**src/rtl/rtc_pkg.sv**
```systemverilog
package rtc_pkg;
  localparam int REG_AW = 4;
  localparam int BYTE_W = 8;

  localparam logic [REG_AW-1:0] IDX_SUB  = 4'd0;
  localparam logic [REG_AW-1:0] IDX_SEC  = 4'd1;
  localparam logic [REG_AW-1:0] IDX_MIN  = 4'd2;
  localparam logic [REG_AW-1:0] IDX_HR   = 4'd3;
  localparam logic [REG_AW-1:0] IDX_WK   = 4'd4;
  localparam logic [REG_AW-1:0] IDX_DAY  = 4'd5;
  localparam logic [REG_AW-1:0] IDX_MON  = 4'd6;
  localparam logic [REG_AW-1:0] IDX_YR   = 4'd7;
  localparam logic [REG_AW-1:0] IDX_CTL1 = 4'd14;
  localparam logic [REG_AW-1:0] IDX_CTL2 = 4'd15;

  localparam int FLAG_BIT  = 7;
  localparam int CIE_BIT   = 4;
  localparam int EN_BIT    = 3;
  localparam int ADJ_BIT   = 2;
  localparam int PRST_BIT  = 1;
  localparam int START_BIT = 0;

  typedef struct packed {
    logic secTick;
    logic adjApply;
    logic loadEn;
  } tickStrobes_t;

  typedef struct packed {
    logic [BYTE_W-1:0] sec;
    logic [BYTE_W-1:0] min;
    logic [BYTE_W-1:0] hr;
    logic [BYTE_W-1:0] wk;
    logic [BYTE_W-1:0] day;
    logic [BYTE_W-1:0] mon;
    logic [BYTE_W-1:0] yr;
  } timeFields_t;

  // Packed BCD +1 without wrap; the caller handles the field limit.
  function automatic logic [BYTE_W-1:0] bcdNext(input logic [BYTE_W-1:0] v);
    if (v[3:0] >= 4'd9) bcdNext = {v[7:4] + 4'd1, 4'd0};
    else                bcdNext = {v[7:4], v[3:0] + 4'd1};
  endfunction

  // Last BCD day of the given BCD month; leap when the year value is a multiple of 4.
  function automatic logic [BYTE_W-1:0] lastDay(input logic [BYTE_W-1:0] mon,
                                                input logic [BYTE_W-1:0] yr);
    logic [6:0] yrBin;
    yrBin = {3'b000, yr[7:4]} * 7'd10 + {3'b000, yr[3:0]};
    case (mon)
      8'h02:                      lastDay = (yrBin[1:0] == 2'b00) ? 8'h29 : 8'h28;
      8'h04, 8'h06, 8'h09, 8'h11: lastDay = 8'h30;
      default:                    lastDay = 8'h31;
    endcase
  endfunction
endpackage

```
**src/rtl/rtc_ctrl.sv**
```systemverilog
module rtc_ctrl
  import rtc_pkg::*;
#(
  parameter int SUB_W = 7
) (
  input  logic              clk,
  input  logic              rstN,
  input  logic              tick128,
  input  logic              wrEn,
  input  logic [REG_AW-1:0] wrAddr,
  input  logic [BYTE_W-1:0] wrData,
  output tickStrobes_t      strobes,
  output logic [SUB_W-1:0]  subCount,
  output logic [BYTE_W-1:0] ctl1Val,
  output logic [BYTE_W-1:0] ctl2Val,
  output logic              carryIrq
);
  localparam logic [SUB_W-1:0] SUB_LAST = '1;

  logic enBit, startBit, prstBit, adjPend, carryFlag, cieBit;
  logic wrCtl1, wrCtl2, running, tickLive;
  logic unusedWr;

  assign wrCtl1   = wrEn && (wrAddr == IDX_CTL1);
  assign wrCtl2   = wrEn && (wrAddr == IDX_CTL2);
  assign running  = enBit & startBit & ~prstBit;
  assign tickLive = tick128 & running;
  assign unusedWr = ^wrData[6:5];

  assign strobes.secTick  = tickLive & ~adjPend & (subCount == SUB_LAST);
  assign strobes.adjApply = tickLive & adjPend;
  assign strobes.loadEn   = ~startBit & prstBit;

  always_ff @(posedge clk) begin
    if (!rstN) begin
      enBit    <= 1'b0;
      startBit <= 1'b0;
      prstBit  <= 1'b1;
      adjPend  <= 1'b0;
    end else begin
      if (wrCtl2) begin
        enBit    <= wrData[EN_BIT];
        startBit <= wrData[START_BIT];
        prstBit  <= wrData[PRST_BIT];
      end
      if (wrCtl2 && wrData[ADJ_BIT]) adjPend <= 1'b1;
      else if (strobes.adjApply)     adjPend <= 1'b0;
    end
  end

  always_ff @(posedge clk) begin
    if (!rstN)                 subCount <= '0;
    else if (prstBit)          subCount <= '0;
    else if (strobes.adjApply) subCount <= '0;
    else if (tickLive)         subCount <= subCount + 1'b1;
  end

  always_ff @(posedge clk) begin
    if (!rstN) begin
      carryFlag <= 1'b0;
      cieBit    <= 1'b0;
    end else begin
      if (wrCtl1) cieBit <= wrData[CIE_BIT];
      if (strobes.secTick)                  carryFlag <= 1'b1;
      else if (wrCtl1 && !wrData[FLAG_BIT]) carryFlag <= 1'b0;
    end
  end

  assign carryIrq = carryFlag & cieBit;
  assign ctl1Val  = {carryFlag, 2'b00, cieBit, 4'b0000};
  assign ctl2Val  = {4'b0000, enBit, adjPend, prstBit, startBit};
endmodule

```
**src/rtl/rtc_datapath.sv**
```systemverilog
module rtc_datapath
  import rtc_pkg::*;
(
  input  logic              clk,
  input  logic              rstN,
  input  tickStrobes_t      strobes,
  input  logic              wrEn,
  input  logic [REG_AW-1:0] wrAddr,
  input  logic [BYTE_W-1:0] wrData,
  output timeFields_t       curTime
);
  logic secWrap, minIn, hrIn, dayIn, monIn, yrIn, load;
  logic [BYTE_W-1:0] monthEnd;

  assign monthEnd = lastDay(curTime.mon, curTime.yr);
  assign secWrap  = strobes.secTick & (curTime.sec == 8'h59);
  assign minIn    = secWrap | (strobes.adjApply & (curTime.sec >= 8'h30));
  assign hrIn     = minIn & (curTime.min == 8'h59);
  assign dayIn    = hrIn  & (curTime.hr  == 8'h23);
  assign monIn    = dayIn & (curTime.day == monthEnd);
  assign yrIn     = monIn & (curTime.mon == 8'h12);
  assign load     = wrEn & strobes.loadEn;

  always_ff @(posedge clk) begin
    if (!rstN) begin
      curTime <= '{sec: 8'h00, min: 8'h00, hr: 8'h00, wk: 8'h00,
                   day: 8'h01, mon: 8'h01, yr: 8'h00};
    end else if (load) begin
      case (wrAddr)
        IDX_SEC: curTime.sec <= wrData;
        IDX_MIN: curTime.min <= wrData;
        IDX_HR:  curTime.hr  <= wrData;
        IDX_WK:  curTime.wk  <= wrData;
        IDX_DAY: curTime.day <= wrData;
        IDX_MON: curTime.mon <= wrData;
        IDX_YR:  curTime.yr  <= wrData;
        default: ;
      endcase
    end else begin
      if (strobes.adjApply)     curTime.sec <= 8'h00;
      else if (strobes.secTick) curTime.sec <= secWrap ? 8'h00 : bcdNext(curTime.sec);
      if (minIn) curTime.min <= (curTime.min == 8'h59) ? 8'h00 : bcdNext(curTime.min);
      if (hrIn)  curTime.hr  <= (curTime.hr  == 8'h23) ? 8'h00 : bcdNext(curTime.hr);
      if (dayIn) begin
        curTime.wk  <= (curTime.wk == 8'h06) ? 8'h00 : bcdNext(curTime.wk);
        curTime.day <= (curTime.day == monthEnd) ? 8'h01 : bcdNext(curTime.day);
      end
      if (monIn) curTime.mon <= (curTime.mon == 8'h12) ? 8'h01 : bcdNext(curTime.mon);
      if (yrIn)  curTime.yr  <= (curTime.yr  == 8'h99) ? 8'h00 : bcdNext(curTime.yr);
    end
  end
endmodule

```
**src/rtl/rtc_core.sv**
```systemverilog
module rtc_core
  import rtc_pkg::*;
#(
  parameter int SUB_W = 7
) (
  input  logic              clk,
  input  logic              rstN,
  input  logic              tick128,
  input  logic              regWrEn,
  input  logic [REG_AW-1:0] regAddr,
  input  logic [BYTE_W-1:0] regWrData,
  output logic [BYTE_W-1:0] regRdData,
  output logic              carryIrq
);
  localparam int SUB_PAD = BYTE_W - SUB_W;

  tickStrobes_t      strobes;
  timeFields_t       curTime;
  logic [SUB_W-1:0]  subCount;
  logic [BYTE_W-1:0] ctl1Val, ctl2Val;

  rtc_ctrl #(.SUB_W(SUB_W)) u_ctrl (
    .clk(clk), .rstN(rstN), .tick128(tick128),
    .wrEn(regWrEn), .wrAddr(regAddr), .wrData(regWrData),
    .strobes(strobes), .subCount(subCount),
    .ctl1Val(ctl1Val), .ctl2Val(ctl2Val), .carryIrq(carryIrq)
  );

  rtc_datapath u_dp (
    .clk(clk), .rstN(rstN), .strobes(strobes),
    .wrEn(regWrEn), .wrAddr(regAddr), .wrData(regWrData),
    .curTime(curTime)
  );

  always_comb begin
    case (regAddr)
      IDX_SUB:  regRdData = {{SUB_PAD{1'b0}}, subCount};
      IDX_SEC:  regRdData = curTime.sec;
      IDX_MIN:  regRdData = curTime.min;
      IDX_HR:   regRdData = curTime.hr;
      IDX_WK:   regRdData = curTime.wk;
      IDX_DAY:  regRdData = curTime.day;
      IDX_MON:  regRdData = curTime.mon;
      IDX_YR:   regRdData = curTime.yr;
      IDX_CTL1: regRdData = ctl1Val;
      IDX_CTL2: regRdData = ctl2Val;
      default:  regRdData = '0;
    endcase
  end
endmodule

```
**config.mk**
```make
export PLATFORM = sky130hd
export DESIGN_NAME = rtc_core
export DESIGN_NICKNAME = d
export VERILOG_FILES = /design/src/rtl/rtc_pkg.sv /design/src/rtl/rtc_ctrl.sv /design/src/rtl/rtc_datapath.sv /design/src/rtl/rtc_core.sv
export SDC_FILE = /design/constraint.sdc
export NUM_CORES = 1
export LEC_CHECK = 0
export BUFFER_PORTS_ARGS = -buffer_cell sky130_fd_sc_hd__buf_2
export CORE_UTILIZATION = 45
export DETAILED_ROUTE_END_ITERATION = 6
export GPL_ROUTABILITY_DRIVEN = 0
export GPL_TIMING_DRIVEN = 1
export PLACE_DENSITY = 0.65
export SYNTH_ARGS = -nofsm -noshare
export SYNTH_HDL_FRONTEND = slang
export SYNTH_HIERARCHICAL = 1
export SYNTH_SLANG_ARGS = --single-unit
```
**constraint.sdc**
```tcl
create_clock -name clk -period 6.7 [get_ports clk]
set_clock_uncertainty 0.05 [all_clocks]
set_input_delay 1.34 -clock clk [delete_from_list [all_inputs] [get_ports clk]]
set_output_delay 1.34 -clock clk [all_outputs]
set_load 0.01 [all_outputs]
```
==> results.md, run 1 <==
* Result of the run: completed
* CTS clk-pin slew, worst paths at approximately 0.06 ns
* Tot Pwr at approximately 0.94 mW
* Max Clk Rate at between 0.2 and 0.25 GHz
* Skew-Pair Late Insertion Delay at between 0.3 and 0.4 ns
* Register area share after synthesis at between 20% and 30%
* Cell taking the most area after synthesis: dfxtp_1
* Antenna violations before repair at 0
* GRT overflow at 0
* Slew Limit Headroom at between 30% and 40%
* Syn Inst Count at ~700
* Hpwl dp at ~12000 um
* Clock root cell: clkbuf_16
* RSZ-0062 raised after global routing: no
* Die outline width at about 110 um
* P_leak at between 2 and 2.5 nW
* Number of vias per cell at ~6.5
* Clk buf depth at 2
* Initial core utilization at between 40 and 50%
* Sink Count at 69
* Post-CTS Setup Repair Bufs at 0
* First-pass GRT wire length at approximately 27000 um
* Worst-margin pin slew at 0.9768 ns
* Async SR Flop Fraction at 0%
* Clock tree from TritonCTS: done
* Count of warnings emitted by yosys at 6
* Area growth syn-to-layout at 5.310%
* Io pins at 25
* Post-cts resize count at 0
* Synth Register Bits at 69
* VDD IR max at ~150 uV
* IO buf count at 24
* Syn_area_per_cell at just under 8 sq um
* Post-Syn Area at 5490 sq um
* Hold Path Depth at 2
* Die area at approximately 13000 sq um
* Critical path type: input pin to output port
* Row cnt at 39
* Drt drc at 0
* Die Ht at approximately 110 um
* WL per Instance at 19.51 um
* Fillers at roughly 1100
* Cts hold-fix bufs at 0
* Commonest cells post-synth: dfxtp_1 (69), o21ai_0 (61), nor2_1 (57)
* Setup crit end kind: output port
* Largest fanout on the critical path at 39
* Post-route ant nets at 0
* CTS buffer count at 9
* Post-layout nets at between 700 and 800
* Top cells by area, synth: dfxtp_1 (25%), ha_1 (8.7%), o21ai_0 (5.6%)
* Vias in the first global route at 5097
* Post-Route WL at 16700 um
* Largest net degree at the start of global routing at 46
* Final Slew Violations at 0
* R2R cell count at 11
* Synth top area share at between 20% and 30%
* Fraction of layout cells with a size suffix above 1 at a little under a tenth
* Number of synthesized flops with an enable pin at 0
* Ys flop type: dfxtp_1
* Setup_tns at 0 ns
* Hold Path Class: register to register
* Crit path required time at about 5.3 ns
* Via count at between 5000 and 6000
* CTS H-tree depth at 3
* Number of max-cap violations at 0
* Tcrit/Tclk final at 68.31%
* Count leader, synth: dfxtp_1
* CP Launch Type: input pin
* CP arrival at 3.19 ns
* GRT Total Usage at a little over a quarter
* DRT Pass-1 Iters at 5
* Tmin final at ~4.6 ns
* DRT iter0 DRCs at approximately 640
* Area of the core at ~12000 sq um
* Final setup fails at 0
* Number of distinct library cells after synthesis at roughly 80
* PD cells at ~160 nW/um^2
* Final Hold Violating Endpoints at 0
* Diodes inserted at 0
-- layout make-up --
class | count | area (sq um) | area share [%]
Inverter | 36 | 135.1 | 2.337
Multi-Input combinational cell | 569 | 3711 | 64.19
Timing Repair Buffer | 25 | 127.6 | 2.207
Sequential cell | 69 | 1381 | 23.89
Clock inverter | 3 | 15.01 | 0.2597
Clock buffer | 11 | 232.7 | 4.025
Tap cell | 143 | 178.9 | 3.095
-- report_power, final --
part           internal [mW]  total [mW]  switching [mW]
clock                  0.244       0.413           0.168
combinational         0.0295       0.102          0.0723
sequential             0.415       0.423         0.00809
total                  0.689       0.937           0.249
-- sequential cells by signal (all words and copies together), names as in the netlist --
signal and count:
u_ctrl/cieBit 1, u_ctrl/prstBit 1, u_dp/curTime 56, u_ctrl/startBit 1
u_ctrl/subCount 7, u_ctrl/enBit 1, u_ctrl/adjPend 1, u_ctrl/carryFlag 1
-- worst paths after layout --
check,slack (ns),startpoint,endpoint
worst max-delay path,2.12,regAddr[1],regRdData[6]
worst min register to register,0.47,u_ctrl/cieBit$_SDFFE_PN0P_,u_ctrl/cieBit$_SDFFE_PN0P_
worst min-delay path,0.47,u_ctrl/cieBit$_SDFFE_PN0P_,u_ctrl/cieBit$_SDFFE_PN0P_
worst max register to register,3.28,u_ctrl/subCount[0]$_SDFFE_PP0P_,u_dp/curTime[22]$_SDFFE_PN0P_
-- layer usage --
| layer | GRT usage (%) | part of all wire, % | up-vias |
|---|---|---|---|
| met5 | 0 | 0 | - |
| met2 | 43.48 | 45 | 232 |
| met1 | 35.21 | 43 | 2673 |
| met3 | 5.022 | 8.0 | 42 |
| met4 | 12.00 | 3.9 | 0 |
| li1 | - | - | 2601 |
-- logic make-up after synthesis --
group | count (synthesis) | share of synthesized area, %
buffers and inverters | 83 | 7.862
adders and majority gates | 38 | 8.660
and+or+nand+nor | 277 | 27.32
DFF | 69 | 25.16
AOI/OAI and AO/OA | 220 | 26.46
xor gates and xnor gates | 2 | 0.3191
other | 1 | 0.06830
muxes | 22 | 4.148
-- stage by stage --
stage                     cell area, sq um  setup slack, ns  instances  util (%)  hold WS (ns)
after floorplan                       5524            2.961        721         -        0.4126
after global placement                5534            2.195        842     47.45        0.4501
after detailed placement              5534            2.161        842     47.45        0.4477
after CTS                             5782            2.161        856     49.58        0.4637
after global routing                  5782            2.025        856     49.58        0.4918
final                                 5782            2.123        856     49.58        0.4725
-- critical path, stage by stage --
cell	delay, ns
buf_2	0.55
and2b_4	0.29
a22oi_1	0.18
nor3_1	0.07
or4_1	0.57
buf_2	0.18
-- placed cells by master (no fill, tap or decap), types with 9 or more instances in the layout --
master / count
conb_1: 10
clkbuf_16: 9
inv_1: 35
ha_1: 38
nor2_1: 57
nand3_1: 45
dfxtp_1: 69
or3_1: 12
o31ai_1: 18
nor3_1: 15
o21ai_0: 61
o22ai_1: 10
o211ai_1: 14
nor3b_1: 18
a21oi_1: 44
a22oi_1: 15
and3_1: 16
buf_2: 24
mux2i_1: 20
nand2_1: 53
Note: power is estimated with default switching activity, not from simulation.
==> run 2: changes to the inputs <==
ABC_AREA = 1   (was unset)
PLACE_DENSITY = 0.68   (was 0.65)
clock period = 3.85 ns   (was 6.7 ns; I/O delays follow)
==> run 2 against run 1 <==
  * Synthesized area grew 3.1%
  * Sequential share of layout area is 1.3 points lower
  * Highest routed layer unchanged
  * Global-route usage shrank 1.1 points
==> results.md, run 2 <==
* Initial core utilization at a little under half
* Skew-Pair Late Insertion Delay at roughly 0.34 ns
* Number of vias per cell at 5.357
* Sw Ratio at between 20% and 30%
* Top flop regs: u_dp/curTime x56, u_ctrl/subCount x7
* Clock network power share at between 40 and 50%
* Cell area after layout at 6123 sq um
* Post-CTS Setup Repair Bufs at 0
* Count leader, synth: nand2_1
* Fraction of layout cells with a size suffix above 1 at about an eighth
* Post-cts resize count at 0
* Final WS setup at roughly 0.93 ns
* Tot Pwr at 1.873 mW
* P_leak at 2.915 nW
* Post-Route WL at between 15000 and 20000 um
* Drt drc at 0
* Async SR Flop Fraction at 0%
* Setup_tns at 0 ns
* Hpwl dp at ~12000 um
* Synth Register Bits at between 60 and 70
* Largest fanout on the critical path at 24
* Tmin final at slightly below 3 ns
* IO buf count at 24
* Dpl cells at between 1000 and 1500
* PD cells at just over 300 nW/um^2
* Crit path required time at roughly 3.0 ns
* Sink Count at 69
* Register area share after synthesis at between 20% and 30%
* WP buf/inv at 3
* Max Clk Rate at about 0.34 GHz
* Syn_area_per_cell at 6.491 sq um
* Slew Limit Headroom at between 50% and 60%
* GRT Total Usage at about a quarter
* DRT iter0 DRCs at ~540
* WL per Instance at 15.40 um
* Final Hold Violating Endpoints at 0
* Final setup fails at 0
* Sequential share of power at 40.8%
* Row cnt at 40
* Vias in the first global route at between 5000 and 6000
* CP arrival at about 2.1 ns
* Number of distinct library cells after synthesis at 44
* Setup crit end kind: output port
* RSZ-0062 raised after global routing: no
* Diodes inserted at 0
* Post-Syn Area at between 5000 and 6000 sq um
* Die area at between 10000 and 15000 sq um
* Largest stage delay on the critical path at about 0.43 ns
* First-pass GRT wire length at roughly 26000 um
* Area after DPL at roughly 5800 sq um
* CTS H-tree depth at 3
* CTS clk-pin slew, worst paths at 0.05 ns
* VDD IR max at roughly 500 uV
* Area of the core at roughly 12000 sq um
* Post-route ant nets at 0
* Commonest cells post-synth: nand2_1 (165), nand3_1 (118), nor2_1 (104)
* Top delay family on crit path: simple AND/OR/NAND/NOR gates
* Io pins at 25
* Largest net degree at the start of global routing at 34
* Top cells by area, synth: dfxtp_1 (24%), nand2_1 (11%), nand3_1 (10%)
* CTS buffer count at 9
* Clk buf depth at 2
* Die outline width at roughly 110 um
* Cts hold-fix bufs at 0
* CP Launch Type: input pin
* Final Slew Violations at 0
* Via count at between 5000 and 6000
* Ys flop type: dfxtp_1
* Clock tree from TritonCTS: done
* Syn Inst Count at between 800 and 900
* Number of max-cap violations at 0
* Place WS at approximately 0.98 ns
* Area growth syn-to-layout at 8.179%
* Sw power at just over 0.5 mW
* Hold Path Class: register to register
* GRT overflow at 0
* Antenna violations before repair at 0
* CP max-delay cell: nor2_4
* Post-layout nets at ~940
* Number of synthesized flops with an enable pin at 0
* Final core occ at roughly half
* Tcrit/Tclk final at between 70 and 80%
* Synth top area share at ~24%
* Comb power frac at 12.8%
* Pint at 1.356 mW
* Finished Layout Cells at roughly 1100
* Crit-path cells: buf_2 -> inv_2 -> nor2_4 -> nand3_1 -> nand2_1 -> nor2_1 -> nand3_1 -> buf_2
* Hold_ws at 0.4427 ns
* DRT Pass-1 Iters at 5
* Critical path type: input pin to output port
* Most frequent cells in the layout: nand2_1 (165), nand3_1 (118), nor2_1 (103)
* Max FFs per register at 56
* Result of the run: completed
* Worst-margin pin slew at around 0.74 ns
* Commonest non-fill, non-tap cell in the layout: nand2_1
* Count of warnings emitted by yosys at 6
* Biggest register: u_dp/curTime
* Cell taking the most area after synthesis: dfxtp_1
* Clock root cell: clkbuf_16
* Die Ht at ~110 um
==> run 2: changes by cell type in the layout (fill, tap and decap cells not counted), sizes merged, moves of 13 or more <==
cell    before  now
o31ai       18    4
a31oi        6   21
nand2       53  184
and3        17    1
nand3       45  124
or3         13    0
mux2i       22    0
nor3b       19    0
o211ai      16    0
xor2         2   16
nor2        57  121
inv         36  110
a22oi       15    0
==> run 2: cells by family (layout without fill, tap and decap cells) <==
logic type      count (synthesis)  count (layout)  share of synthesized area, %
simple gates                  455             455                         38.44
compound gates                141             141                         13.86
fa+ha+maj                      38              38                         8.400
flops                          69              69                         24.40
xor+xnor                       20              20                         3.094
buf+inv                       148             155                         11.74
other cells                     1              10                       0.06625
==> run 2: path summary, 6_finish.rpt <==
| check | from | cells past startpoint | slack (ns) | to |
|---|---|---|---|---|
| min reg2reg | u_ctrl/cieBit$_SDFFE_PN0P_ | 2 | 0.44 | u_ctrl/cieBit$_SDFFE_PN0P_ |
| max | regAddr[1] | 8 | 0.93 | regRdData[5] |
| max reg2reg | u_ctrl/subCount[0]$_SDFFE_PP0P_ | 14 | 1.39 | u_dp/curTime[36]$_SDFFE_PN0P_ |
| min | u_ctrl/cieBit$_SDFFE_PN0P_ | 2 | 0.44 | u_ctrl/cieBit$_SDFFE_PN0P_ |
==> run 2: tightest hold or removal path: cells and delay by family, from the launching register on <==
family / cells / cell delay [ns]
and+or+nand+nor: 1 / 0.07
DFF: 1 / 0.32
AOI/OAI and AO/OA: 1 / 0.05
==> run 2: area by class of cell <==
class	count	area, sq um
multi-input cells	664	3651
flip-flops and latches	69	1381
well taps	168	210.2
inverters	111	417.9
repair buffers	28	150.1
clock inverters	3	42.54
clock buffers	13	270.3
fillers	1269	5988
==> run 2: per-layer routing <==
metal | part of all wire (%) | global-route usage (%) | vias to the layer above
met3 | 6.7 | 6.564 | 42
met4 | 3.2 | 10.91 | 0
met1 | 46 | 34.17 | 2558
li1 | - | - | 2866
met5 | 0 | 0 | -
met2 | 44 | 40.08 | 191
==> run 2: power by group through the flow <==
| stage | logic (mW) | registers, mW | clock network [mW] |
|---|---|---|---|
| floorplan | 0.177 | 0.767 | 0 |
| global placement | 0.233 | 0.779 | 0 |
| detailed placement | 0.235 | 0.779 | 0 |
| CTS | 0.236 | 0.764 | 0.884 |
| global route | 0.265 | 0.767 | 0.917 |
| finish | 0.239 | 0.764 | 0.869 |
==> run 3: changes to the inputs <==
ABC_AREA = 0   (was 1)
clock period = 2.5 ns   (was 3.85 ns; I/O delays follow)
==> run 3 against run 2 <==
  * Wire length grew 13%
  * Critical endpoint is now regRdData[2]
  * Sequential cell count is the same
  * Count of clock-buffer cells in the layout shrank 1
  * Total power grew 54%
  * Sequential share of layout area shrank 1.8 points
  * Utilization grew 6.9 points
  * Setup slack lost 0.90 ns
  * Largest power group unchanged
  * Highest routed layer unchanged
  * Clock power grew 63%
  * Critical path depth shrank 2
==> results.md, run 3 (synthesized netlist as in run 1, its figures left out) <==
* RR Startpoint: u_dp/curTime[10]$_SDFFE_PN0P_
* Io pins at 25
* GRT overflow at 0
* Final core occ at 57.43%
* Area growth syn-to-layout at 21.99%
* Post-Route WL at roughly 18000 um
* Tcrit/Tclk final at 98.73%
* IO buf count at 24
* Row cnt at 39
* Number of vias per cell at ~6.4
* Die outline width at roughly 110 um
* Largest stage delay on the critical path at 0.48 ns
* CP max-delay cell: or4_1
* First-pass GRT wire length at 28540 um
* Sink Count at between 60 and 70
* Fraction of layout cells with a size suffix above 1 at 22.89%
* Post-layout nets at 844
* Largest fanout on the critical path at 8
* Die area at 12650 sq um
* Capturing point of the worst reg2reg path: u_dp/curTime[20]$_SDFFE_PN0P_
* CTS buffer count at 9
* Slew Limit Headroom at about three fifths
* Final Slew Violations at 0
* Number of max-cap violations at 0
* CP Launch Type: input pin
* Largest net degree at the start of global routing at 36
* Tmin final at approximately 2.5 ns
* Via count at between 6000 and 7000
* Crit-path cells: buf_2 -> buf_4 -> mux2i_1 -> o22ai_1 -> or4_1 -> buf_2
* Diodes inserted at 0
* Crit path required time at about 2.0 ns
* DRT iter0 DRCs at between 700 and 800
* Final setup fails at 0
* Antenna violations before repair at 0
* Final Hold Violating Endpoints at 0
* Clock tree from TritonCTS: done
* R2R setup slack at roughly 0.040 ns
* Max FFs per register at 56
* Area of the core at around 12000 sq um
* Commonest non-fill, non-tap cell in the layout: buf_4
* Clock root cell: clkbuf_16
* Hpwl dp at around 13000 um
* Clk buf depth at 2
* Die Ht at approximately 110 um
* PD cells at about 430 nW/um^2
* Hold Path Sink: u_ctrl/enBit$_SDFFE_PN0P_
* Setup crit end kind: output port
* VDD IR max at around 290 uV
* Biggest register: u_dp/curTime
* Result of the run: completed
* DRT Pass-1 Iters at 6
* Skew-Pair Late Insertion Delay at approximately 0.35 ns
* Cts hold-fix bufs at 0
* Fillers at ~1100
* Most frequent cells in the layout: buf_4 (76), dfxtp_1 (64), o21ai_0 (56)
* Hold Path Class: input pin to register
* CTS H-tree depth at 3
* WL per Instance at around 20 um
* Post-route ant nets at 0
* Hold Crit Start: regWrData[3]
* CP arrival at around 1.9 ns
* P_leak at 2.684 nW
* Critical path type: input pin to output port
* GRT Total Usage at ~29%
* Hold Path Depth at 3
* CTS clk-pin slew, worst paths at approximately 0.050 ns
* Cell mode on critical path: buf_2
* Initial core utilization at between 40% and 50%
* Max Clk Rate at between 0.4 and 0.5 GHz
* Drt drc at 0
* Worst-margin pin slew at 0.5842 ns
* R2R cell count at 9
* Setup_tns at 0 ns
* Vias in the first global route at roughly 5500
* Top delay family on crit path: buffers and inverters
* Top flop regs: u_dp/curTime x56, u_ctrl/subCount x7
* WP buf/inv at 3
==> run 3: metrics by stage <==
step | hold slack (ns) | setup WS, ns | std cells | power [mW] | area [sq um]
after floorplan | 0.4126 | 0.01828 | 721 | 1.348 | 5547
after global placement | 0.4581 | -0.003409 | 919 | 1.460 | 6146
after detailed placement | 0.4571 | -0.1145 | 919 | 1.470 | 6146
after CTS | 0.3694 | -0.01406 | 936 | 2.885 | 6510
after global routing | 0.4063 | -0.005718 | 938 | 2.960 | 6698
final | 0.3895 | 0.03172 | 938 | 2.891 | 6698
==> run 3: final cells by class <==
type / instances / area, sq um / area share, %
multi-input combinational: 570 / 3918 / 58.49
sequential: 69 / 1393 / 20.79
timing repair buffer: 104 / 747.0 / 11.15
clock buffer: 12 / 256.5 / 3.830
tap: 143 / 178.9 / 2.671
inverter: 36 / 135.1 / 2.018
clock inverter: 4 / 70.07 / 1.046
==> run 3: worst max-delay path by stage <==
stage,cells after the start,from,slack (ns),endpoint
final,6,regAddr[1],0.03,regRdData[2]
after global routing,9,u_dp/curTime[10]$_SDFFE_PN0P_,-0.006,u_dp/curTime[20]$_SDFFE_PN0P_
after CTS,12,u_ctrl/subCount[1]$_SDFFE_PP0P_,-0.01,u_dp/curTime[21]$_SDFFE_PN0P_
after detailed placement,11,tick128,-0.11,u_dp/curTime[7]$_SDFFE_PN0P_
after global placement,11,tick128,-0.003,u_dp/curTime[6]$_SDFFE_PN0P_
after floorplan,12,tick128,0.02,u_dp/curTime[22]$_SDFFE_PN0P_
==> run 3: power by group <==
group	total, mW	internal (mW)	switching [mW]
sequential	1.12	1.11	0.0152
combinational	0.343	0.121	0.223
clock	1.42	0.924	0.499
==> run 3: what timing repair did <==
item / CTS / global route
endpoints found under the setup margin: 14 / 50
buffers inserted: 0 / 1
gates resized for setup: 7 / 45
pin swaps: 2 / 10
gates cloned: 1 / 1
==> run 3: per-layer routing <==
| metal | up-vias | global-route usage, % | part of all wire, % | routed length [um] |
|---|---|---|---|---|
| met3 | 56 | 5.670 | 9.0 | 1651 |
| met1 | 2871 | 37.24 | 41 | 7587 |
| met5 | - | 0 | 0 | 0 |
| met4 | 0 | 15.11 | 3.7 | 679 |
| met2 | 324 | 46.67 | 46 | 8427 |
| li1 | 2776 | - | - | - |
==> run 3: worst register-to-register path: cells and delay by family, from the launching register on <==
family                 cells  cell delay (ns)
muxes                      1             0.31
and+or+nand+nor            3             0.98
DFF                        1             0.33
AOI/OAI and AO/OA          4             0.60
buffers and inverters      1             0.13
